===== src/rtl/pf_pkg.sv =====
package pf_pkg;

    // Status of the single outstanding memory read.
    typedef enum logic [1:0] {
        FETCH_IDLE  = 2'd0,   // nothing outstanding
        FETCH_WAIT  = 2'd1,   // read outstanding, data will be kept
        FETCH_STALE = 2'd2    // read outstanding, data will be dropped
    } fetch_state_e;

endpackage


===== src/rtl/pf_addr_gen.sv =====
module pf_addr_gen #(
    parameter int SEG_W  = 16,
    parameter int OFF_W  = 16,
    parameter int ADDR_W = 20,
    parameter int SHIFT  = 4
) (
    input  logic [SEG_W-1:0]  seg_i,
    input  logic [OFF_W-1:0]  off_i,
    output logic [ADDR_W-1:0] phys_o
);

    logic [ADDR_W-1:0] seg_ext;
    logic [ADDR_W-1:0] off_ext;

    always_comb begin
        seg_ext = ADDR_W'(seg_i);
        off_ext = ADDR_W'(off_i);
        phys_o  = (seg_ext << SHIFT) + off_ext;   // carry beyond ADDR_W is dropped
    end

endmodule


===== src/rtl/pf_fetch_ctrl.sv =====
module pf_fetch_ctrl
    import pf_pkg::*;
#(
    parameter int              SEG_W     = 16,
    parameter int              OFF_W     = 16,
    parameter int              LANE_W    = 1,
    parameter logic [SEG_W-1:0] RESET_SEG = '1,
    parameter logic [OFF_W-1:0] RESET_OFF = '0
) (
    input  logic              clk_i,
    input  logic              rst_ni,
    input  logic              flush_i,
    input  logic [SEG_W-1:0]  flush_seg_i,
    input  logic [OFF_W-1:0]  flush_off_i,
    input  logic              room_i,
    input  logic [LANE_W-1:0] req_lane_i,
    input  logic              mem_gnt_i,
    input  logic              mem_rvalid_i,
    output logic              mem_req_o,
    output logic [SEG_W-1:0]  seg_o,
    output logic [OFF_W-1:0]  off_o,
    output logic [LANE_W-1:0] lane_o,
    output logic              push_o
);

    typedef struct packed {
        logic [SEG_W-1:0]  seg;
        logic [OFF_W-1:0]  off;
        logic [LANE_W-1:0] lane;
        fetch_state_e      st;
    } ctrl_t;

    ctrl_t state_q, state_d;

    always_comb begin
        state_d   = state_q;
        mem_req_o = !flush_i && (state_q.st == FETCH_IDLE) && room_i;
        push_o    = !flush_i && (state_q.st == FETCH_WAIT) && mem_rvalid_i;

        if (state_q.st != FETCH_IDLE && mem_rvalid_i) begin
            state_d.st = FETCH_IDLE;
        end
        if (mem_req_o && mem_gnt_i) begin
            state_d.st   = FETCH_WAIT;
            state_d.lane = req_lane_i;
            state_d.off  = state_q.off + OFF_W'(1);
        end
        if (flush_i) begin
            state_d.seg = flush_seg_i;
            state_d.off = flush_off_i;
            state_d.st  = (state_q.st != FETCH_IDLE && !mem_rvalid_i) ? FETCH_STALE
                                                                      : FETCH_IDLE;
        end
    end

    always_ff @(posedge clk_i or negedge rst_ni) begin
        if (!rst_ni) begin
            state_q <= '{seg: RESET_SEG, off: RESET_OFF, lane: '0, st: FETCH_IDLE};
        end else begin
            state_q <= state_d;
        end
    end

    assign seg_o  = state_q.seg;
    assign off_o  = state_q.off;
    assign lane_o = state_q.lane;

    // A granted read advances the offset by exactly one.
    assert_ptr_step_R3: assert property (@(posedge clk_i) disable iff (!rst_ni)
        (mem_req_o && mem_gnt_i && !flush_i) |=>
            (off_o == OFF_W'($past(off_o) + OFF_W'(1))) && $stable(seg_o));

    // An ungranted request is held with the same address.
    assert_req_hold_R5: assert property (@(posedge clk_i) disable iff (!rst_ni)
        (mem_req_o && !mem_gnt_i && !flush_i) |=>
            (flush_i || (mem_req_o && $stable(seg_o) && $stable(off_o))));

    // After a grant no second request follows in the next cycle.
    assert_one_outstanding_R6: assert property (@(posedge clk_i) disable iff (!rst_ni)
        (mem_req_o && mem_gnt_i) |=> !mem_req_o);

    // A read cut off by a flush never reaches the queue.
    assert_stale_dropped_R11: assert property (@(posedge clk_i) disable iff (!rst_ni)
        (flush_i && state_q.st != FETCH_IDLE && !mem_rvalid_i) |=> !push_o);

endmodule


===== src/rtl/pf_byte_queue.sv =====
module pf_byte_queue #(
    parameter int DEPTH  = 6,
    parameter int BYTE_W = 8
) (
    input  logic              clk_i,
    input  logic              rst_ni,
    input  logic              clear_i,
    input  logic              push_i,
    input  logic [BYTE_W-1:0] push_data_i,
    input  logic              ready_i,
    output logic              valid_o,
    output logic [BYTE_W-1:0] data_o,
    output logic              room_o
);

    localparam int IDX_W = (DEPTH > 1) ? $clog2(DEPTH) : 1;
    localparam int CNT_W = $clog2(DEPTH + 1);

    typedef struct packed {
        logic [DEPTH-1:0][BYTE_W-1:0] mem;
        logic [IDX_W-1:0]             rd;
        logic [IDX_W-1:0]             wr;
        logic [CNT_W-1:0]             cnt;
    } queue_t;

    queue_t state_q, state_d;
    logic   has_data, pop, store, take;

    function automatic logic [IDX_W-1:0] step(input logic [IDX_W-1:0] p);
        return (p == IDX_W'(DEPTH - 1)) ? '0 : p + IDX_W'(1);
    endfunction

    always_comb begin
        state_d  = state_q;
        has_data = (state_q.cnt != '0);
        valid_o  = !clear_i && (has_data || push_i);
        data_o   = has_data ? state_q.mem[state_q.rd] : push_data_i;
        pop      = valid_o && ready_i;
        store    = push_i && !clear_i && (has_data || !ready_i);   // bypass skips storage
        take     = pop && has_data;
        room_o   = (state_q.cnt < CNT_W'(DEPTH));

        if (store) begin
            state_d.mem[state_q.wr] = push_data_i;
            state_d.wr              = step(state_q.wr);
        end
        if (take) begin
            state_d.rd = step(state_q.rd);
        end
        state_d.cnt = state_q.cnt + CNT_W'(store) - CNT_W'(take);

        if (clear_i) begin
            state_d.rd  = '0;
            state_d.wr  = '0;
            state_d.cnt = '0;
        end
    end

    always_ff @(posedge clk_i or negedge rst_ni) begin
        if (!rst_ni) begin
            state_q <= '0;
        end else begin
            state_q <= state_d;
        end
    end

    assert_no_overflow_R7: assert property (@(posedge clk_i) disable iff (!rst_ni)
        (push_i && !clear_i) |-> (state_q.cnt < CNT_W'(DEPTH)));

    assert_count_hold_R7: assert property (@(posedge clk_i) disable iff (!rst_ni)
        (store && take && !clear_i) |=> (state_q.cnt == $past(state_q.cnt)));

    assert_bypass_R9: assert property (@(posedge clk_i) disable iff (!rst_ni)
        (push_i && !clear_i && state_q.cnt == '0) |-> (valid_o && data_o == push_data_i));

    assert_flush_empties_R10: assert property (@(posedge clk_i) disable iff (!rst_ni)
        clear_i |=> (state_q.cnt == '0));

endmodule


===== src/rtl/pf_prefetch_unit.sv =====
module pf_prefetch_unit #(
    parameter int               SEG_W     = 16,
    parameter int               OFF_W     = 16,
    parameter int               ADDR_W    = 20,
    parameter int               SEG_SHIFT = 4,
    parameter int               DATA_W    = 16,
    parameter int               BYTE_W    = 8,
    parameter int               QDEPTH    = 6,
    parameter logic [SEG_W-1:0] RESET_SEG = 16'hFFFF,
    parameter logic [OFF_W-1:0] RESET_OFF = 16'h0000
) (
    input  logic              clk_i,
    input  logic              rst_ni,
    input  logic              flush_i,
    input  logic [SEG_W-1:0]  flush_seg_i,
    input  logic [OFF_W-1:0]  flush_off_i,
    output logic              mem_req_o,
    output logic [ADDR_W-1:0] mem_addr_o,
    input  logic              mem_gnt_i,
    input  logic              mem_rvalid_i,
    input  logic [DATA_W-1:0] mem_rdata_i,
    output logic              byte_valid_o,
    output logic [BYTE_W-1:0] byte_data_o,
    input  logic              byte_ready_i
);

    localparam int LANES  = DATA_W / BYTE_W;
    localparam int LANE_W = (LANES > 1) ? $clog2(LANES) : 1;

    logic [SEG_W-1:0]              seg;
    logic [OFF_W-1:0]              off;
    logic [LANE_W-1:0]             lane;
    logic                          push;
    logic                          room;
    logic [LANES-1:0][BYTE_W-1:0]  lanes;
    logic [BYTE_W-1:0]             push_byte;

    pf_addr_gen #(
        .SEG_W (SEG_W),
        .OFF_W (OFF_W),
        .ADDR_W(ADDR_W),
        .SHIFT (SEG_SHIFT)
    ) i_addr (
        .seg_i (seg),
        .off_i (off),
        .phys_o(mem_addr_o)
    );

    pf_fetch_ctrl #(
        .SEG_W    (SEG_W),
        .OFF_W    (OFF_W),
        .LANE_W   (LANE_W),
        .RESET_SEG(RESET_SEG),
        .RESET_OFF(RESET_OFF)
    ) i_ctrl (
        .clk_i       (clk_i),
        .rst_ni      (rst_ni),
        .flush_i     (flush_i),
        .flush_seg_i (flush_seg_i),
        .flush_off_i (flush_off_i),
        .room_i      (room),
        .req_lane_i  (mem_addr_o[LANE_W-1:0]),
        .mem_gnt_i   (mem_gnt_i),
        .mem_rvalid_i(mem_rvalid_i),
        .mem_req_o   (mem_req_o),
        .seg_o       (seg),
        .off_o       (off),
        .lane_o      (lane),
        .push_o      (push)
    );

    for (genvar g = 0; g < LANES; g++) begin : g_lane
        assign lanes[g] = mem_rdata_i[g*BYTE_W +: BYTE_W];
    end

    assign push_byte = lanes[lane];

    pf_byte_queue #(
        .DEPTH (QDEPTH),
        .BYTE_W(BYTE_W)
    ) i_queue (
        .clk_i      (clk_i),
        .rst_ni     (rst_ni),
        .clear_i    (flush_i),
        .push_i     (push),
        .push_data_i(push_byte),
        .ready_i    (byte_ready_i),
        .valid_o    (byte_valid_o),
        .data_o     (byte_data_o),
        .room_o     (room)
    );

endmodule


===== config.mk =====
export PLATFORM = sky130hd
export DESIGN_NAME = pf_prefetch_unit
export DESIGN_NICKNAME = d
export VERILOG_FILES = /design/src/rtl/pf_pkg.sv /design/src/rtl/pf_addr_gen.sv /design/src/rtl/pf_fetch_ctrl.sv /design/src/rtl/pf_byte_queue.sv /design/src/rtl/pf_prefetch_unit.sv
export SDC_FILE = /design/constraint.sdc
export NUM_CORES = 1
export LEC_CHECK = 0
export BUFFER_PORTS_ARGS = -buffer_cell sky130_fd_sc_hd__clkbuf_2
export CAP_MARGIN = 15
export CORE_ASPECT_RATIO = 1.1
export CORE_MARGIN = 2
export CORE_UTILIZATION = 55
export DETAILED_ROUTE_END_ITERATION = 16
export MAX_ROUTING_LAYER = met4
export PLACE_DENSITY = 0.83
export SLEW_MARGIN = 40
export SYNTH_ARGS = -nofsm -noshare
export SYNTH_HDL_FRONTEND = slang
export SYNTH_SLANG_ARGS = --single-unit

===== constraint.sdc =====
create_clock -name clk_i -period 2.6 [get_ports clk_i]
set_input_delay 0.13 -clock clk_i [delete_from_list [all_inputs] [get_ports clk_i]]
set_output_delay 0.13 -clock clk_i [all_outputs]
set_load 0.02 [all_outputs]

==> impl_metrics.toml <==
[drt]
dr_total_vias = 4248
drtIter0Drc = 232
via_per_inst = 5.90
avgRoutedWirePerCell_um = 17.0
drt_first_pass_iters = 5
drc_errors = 0
ant_nets = 0
routed_wl_mm = 12.3

[yosys]
avgSynthCellArea_um2 = 10.1
synth_ff_type = "dfrtp_1"
syn_inst = 497
seq_area_frac_synth_pct = 46.2
synth_nets = 569
netlist_area_um2 = 5020
yosys_warnings = 0
synth-edff-count = 0
async_flop_share_pct = 100
ys_ff_latch = 92
ys_types = 58

[clock_tree]
cts_sinks = 92
cts_made_buffers = 9
cts_tree = "done"
clock_latency_ps = 380
clk_path_buf_depth = 2
clkSlewWorstSetupHoldPaths_ps = 80
htree_num_levels = 3
root_buffer = "clkbuf_8"

[setup_path]
crit_family = "compound AO/OA/AOI/OAI gates"
critical_path_buf_inv_count = 2
rr_endpoint = "i_ctrl.off_o[4]$_DFFE_PN0P_"
crit_slowest_cell = "dfstp_2"
path_max_fanout = 3
end_kind = "output port"
r2r_cells = 6
worstSetupEndpoint = "mem_addr_o[16]"
critPathKind = "reg2out"
reg2reg_from = "i_queue.state_q[1]$_DFF_PN0_"
cp_num_cells = 9
critical_path.max_stage_delay_ps = 560
rrSetupSlack_ps = 340
worstPathArrival_ps = 2570
cp_cell_sequence = "ha_4, inv_2, fa_2, nor2b_4, o2111ai_2, a31o_2, a31oi_1, xor2_1, clkbuf_4"
startpoint_type = "flip-flop"
required_ps = 2470
critPathLaunch = "i_ctrl.seg_o[0]$_DFFE_PN1P_"

[power]
combPwrFrac_pct = 38.2
total_power_mw = 4.57
p_per_area_nw_per_um2 = 756
power_switching_mw = 1.74
seq_power_share_pct = 39.6
ir_drop_uv = 378
p_sw_share_pct = 38.0
p_int_mw = 2.84
p_leak_nw = 2.73
pwr-share-clk_pct = 22.1

[finish]
antennaDiodeCount = 0
num-fill-cells = 718
layout-drive-gt1-share_pct = 28.7
area_growth_pct = 20.4
final_common_cell = "clkbuf_2"
finalNonFillerCells = 720
post-route-util_pct = 68.2
final_cell_mix = "clkbuf_2 (79), dfrtp_1 (76), nand2_1 (60), nor2_1 (46), o21ai_0 (44)"
nNetsFinal = 673

[global_routing]
antenna_found_initial = 0
track_usage_pct = 27.1
grt_pass1_wl_mm = 20.5
grt_max_degree = 51
overflow = 0
grt_pass1_vias = 4184

[sta]
hold_violations = 0
slew_viol_final = 0
slew_headroom_pct = 51.6
grt_setup_unrepaired = "yes"
fin_ws_ps = -98.3
tightest_slew_ps = 724
post-route-period-util_pct = 104
finalClockSkew_ps = 11.5
period_needed_ps = 2700
setup_viol = 2
max_freq_mhz = 371

[placement]
preCtsSetupSlack_ps = 78.5
dp_cells = 676
port_buffers = 83
dp_hpwl_mm = 8.60
gp_congestion = 0.902

[flow_run]
cap_viol_max_count = 0

[floorplanning]
rows = 36
io_pins = 84
die_h_um = 104
coreArea_um2 = 8870
die-area_um2 = 9920
die_w_um = 95.1
start_util_pct = 56.6

[status]
violations = "setup timing"
status = "finished, violations left"

[hold_path]
worstHoldStart = "flush_off_i[15]"
hp-class = "in2reg"
how the worst min path moves through the flow:
stage / slack (ps) / depth (start not counted) / to
floorplan: -170 / 0 / i_ctrl.lane_o$_DFFE_PN0P_
global placement: 210 / 1 / i_queue.state_q[1]$_DFF_PN0_
detailed placement: 210 / 1 / i_queue.state_q[51]$_DFFE_PN0P_
CTS: 2 / 2 / i_ctrl.seg_o[0]$_DFFE_PN1P_
global route: 6 / 2 / i_ctrl.seg_o[4]$_DFFE_PN1P_
finish: 4 / 3 / i_ctrl.off_o[15]$_DFFE_PN0P_
flip-flops by register name (all words and copies together) (netlist names):
| name | flops |
|---|---|
| i_ctrl.lane_o | 1 |
| i_ctrl.state_q | 2 |
| i_ctrl.off_o | 16 |
| i_queue.state_q | 57 |
| i_ctrl.seg_o | 16 |
power groups by stage:
stage | clock, mW | sequential, mW | combinational [mW]
final | 1.01 | 1.81 | 1.75
after global placement | 0 | 1.82 | 1.64
after floorplan | 0 | 1.73 | 1.24
after detailed placement | 0 | 1.83 | 1.66
after CTS | 1.03 | 1.81 | 1.73
after global routing | 1.09 | 1.84 | 1.90
synth_stat cells (3+ instances only):
cell type,count,area share [%]
dfstp_2,16,8.4
nand3_1,14,1.4
o21a_1,3,0.45
buf_2,5,0.50
buf_4,5,0.75
a221oi_1,8,1.4
a221o_1,4,0.80
mux4_2,8,3.6
inv_1,14,1.0
nor2b_1,5,0.62
o311ai_0,5,0.87
o211ai_1,6,0.90
o2111ai_1,3,0.52
mux2_2,24,5.4
ha_1,16,4.0
a21oi_1,43,4.3
nand4_1,4,0.50
xor2_1,10,1.7
mux2i_1,8,1.6
nor3_1,5,0.50
nand2_1,60,4.5
and2_1,3,0.37
dfrtp_1,76,38
nor2_1,46,3.4
xnor2_1,5,0.87
clkbuf_1,12,0.90
and3_1,3,0.37
o21ai_0,45,4.5
cells by family (layout without fill, tap and decap cells):
| logic type | after synthesis | in the layout | synth area share, % |
|---|---|---|---|
| mux | 40 | 40 | 10.6 |
| buf+inv | 40 | 149 | 3.79 |
| simple gates | 156 | 156 | 15.1 |
| xor+xnor | 15 | 15 | 2.62 |
| compound gates | 136 | 136 | 17.0 |
| fa+ha+maj | 18 | 18 | 4.78 |
| flops | 92 | 92 | 46.2 |
what timing repair did:
item                                    4_1_cts  5_1_grt
gates resized for setup                      11        6
cloned                                        0        0
endpoints found under the hold margin        61        2
buffers inserted                              2        2
endpoints found under the setup margin        4        8
hold buffers                                 22        2
pin swaps                                     3        2
area by class of cell:
class                           instances  area (um^2)  share of cell area (%)
Multi-Input combinational cell        365         2560                    42.4
Sequential cell                        92         2320                    38.4
Timing Repair Buffer                  118          761                    12.6
Clock inverter                          6         67.6                    1.12
Clock buffer                           10          138                    2.27
Tap cell                              114          143                    2.36
Inverter                               15         56.3                   0.931
worst register-to-register path: cells and delay by family, from the launching register on:
kind,cells,cell delay [ps]
AO/OA/AOI/OAI,2,440
flip-flops,1,450
AND/OR/NAND/NOR,3,980
adder cells (fa/ha/maj),1,260
per-layer routing:
metal | GRT usage, % | vias to the layer above | routed length (um)
li1 | - | 2006 | -
met1 | 34.1 | 2065 | 4970
met2 | 43.2 | 148 | 6290
met3 | 5.36 | 29 | 681
met4 | 10.2 | 0 | 307
met5 | - | - | 0
stage by stage:
stage	TNS, ps	area, um^2	hold WS [ps]
floorplan	0	5020	-166
global placement	0	5520	205
detailed placement	0	5520	210
CTS	-268	6010	1.59
global route	-645	6050	6.02
finish	-194	6050	4.08
No activity file was read; power rests on OpenSTA's default activity.
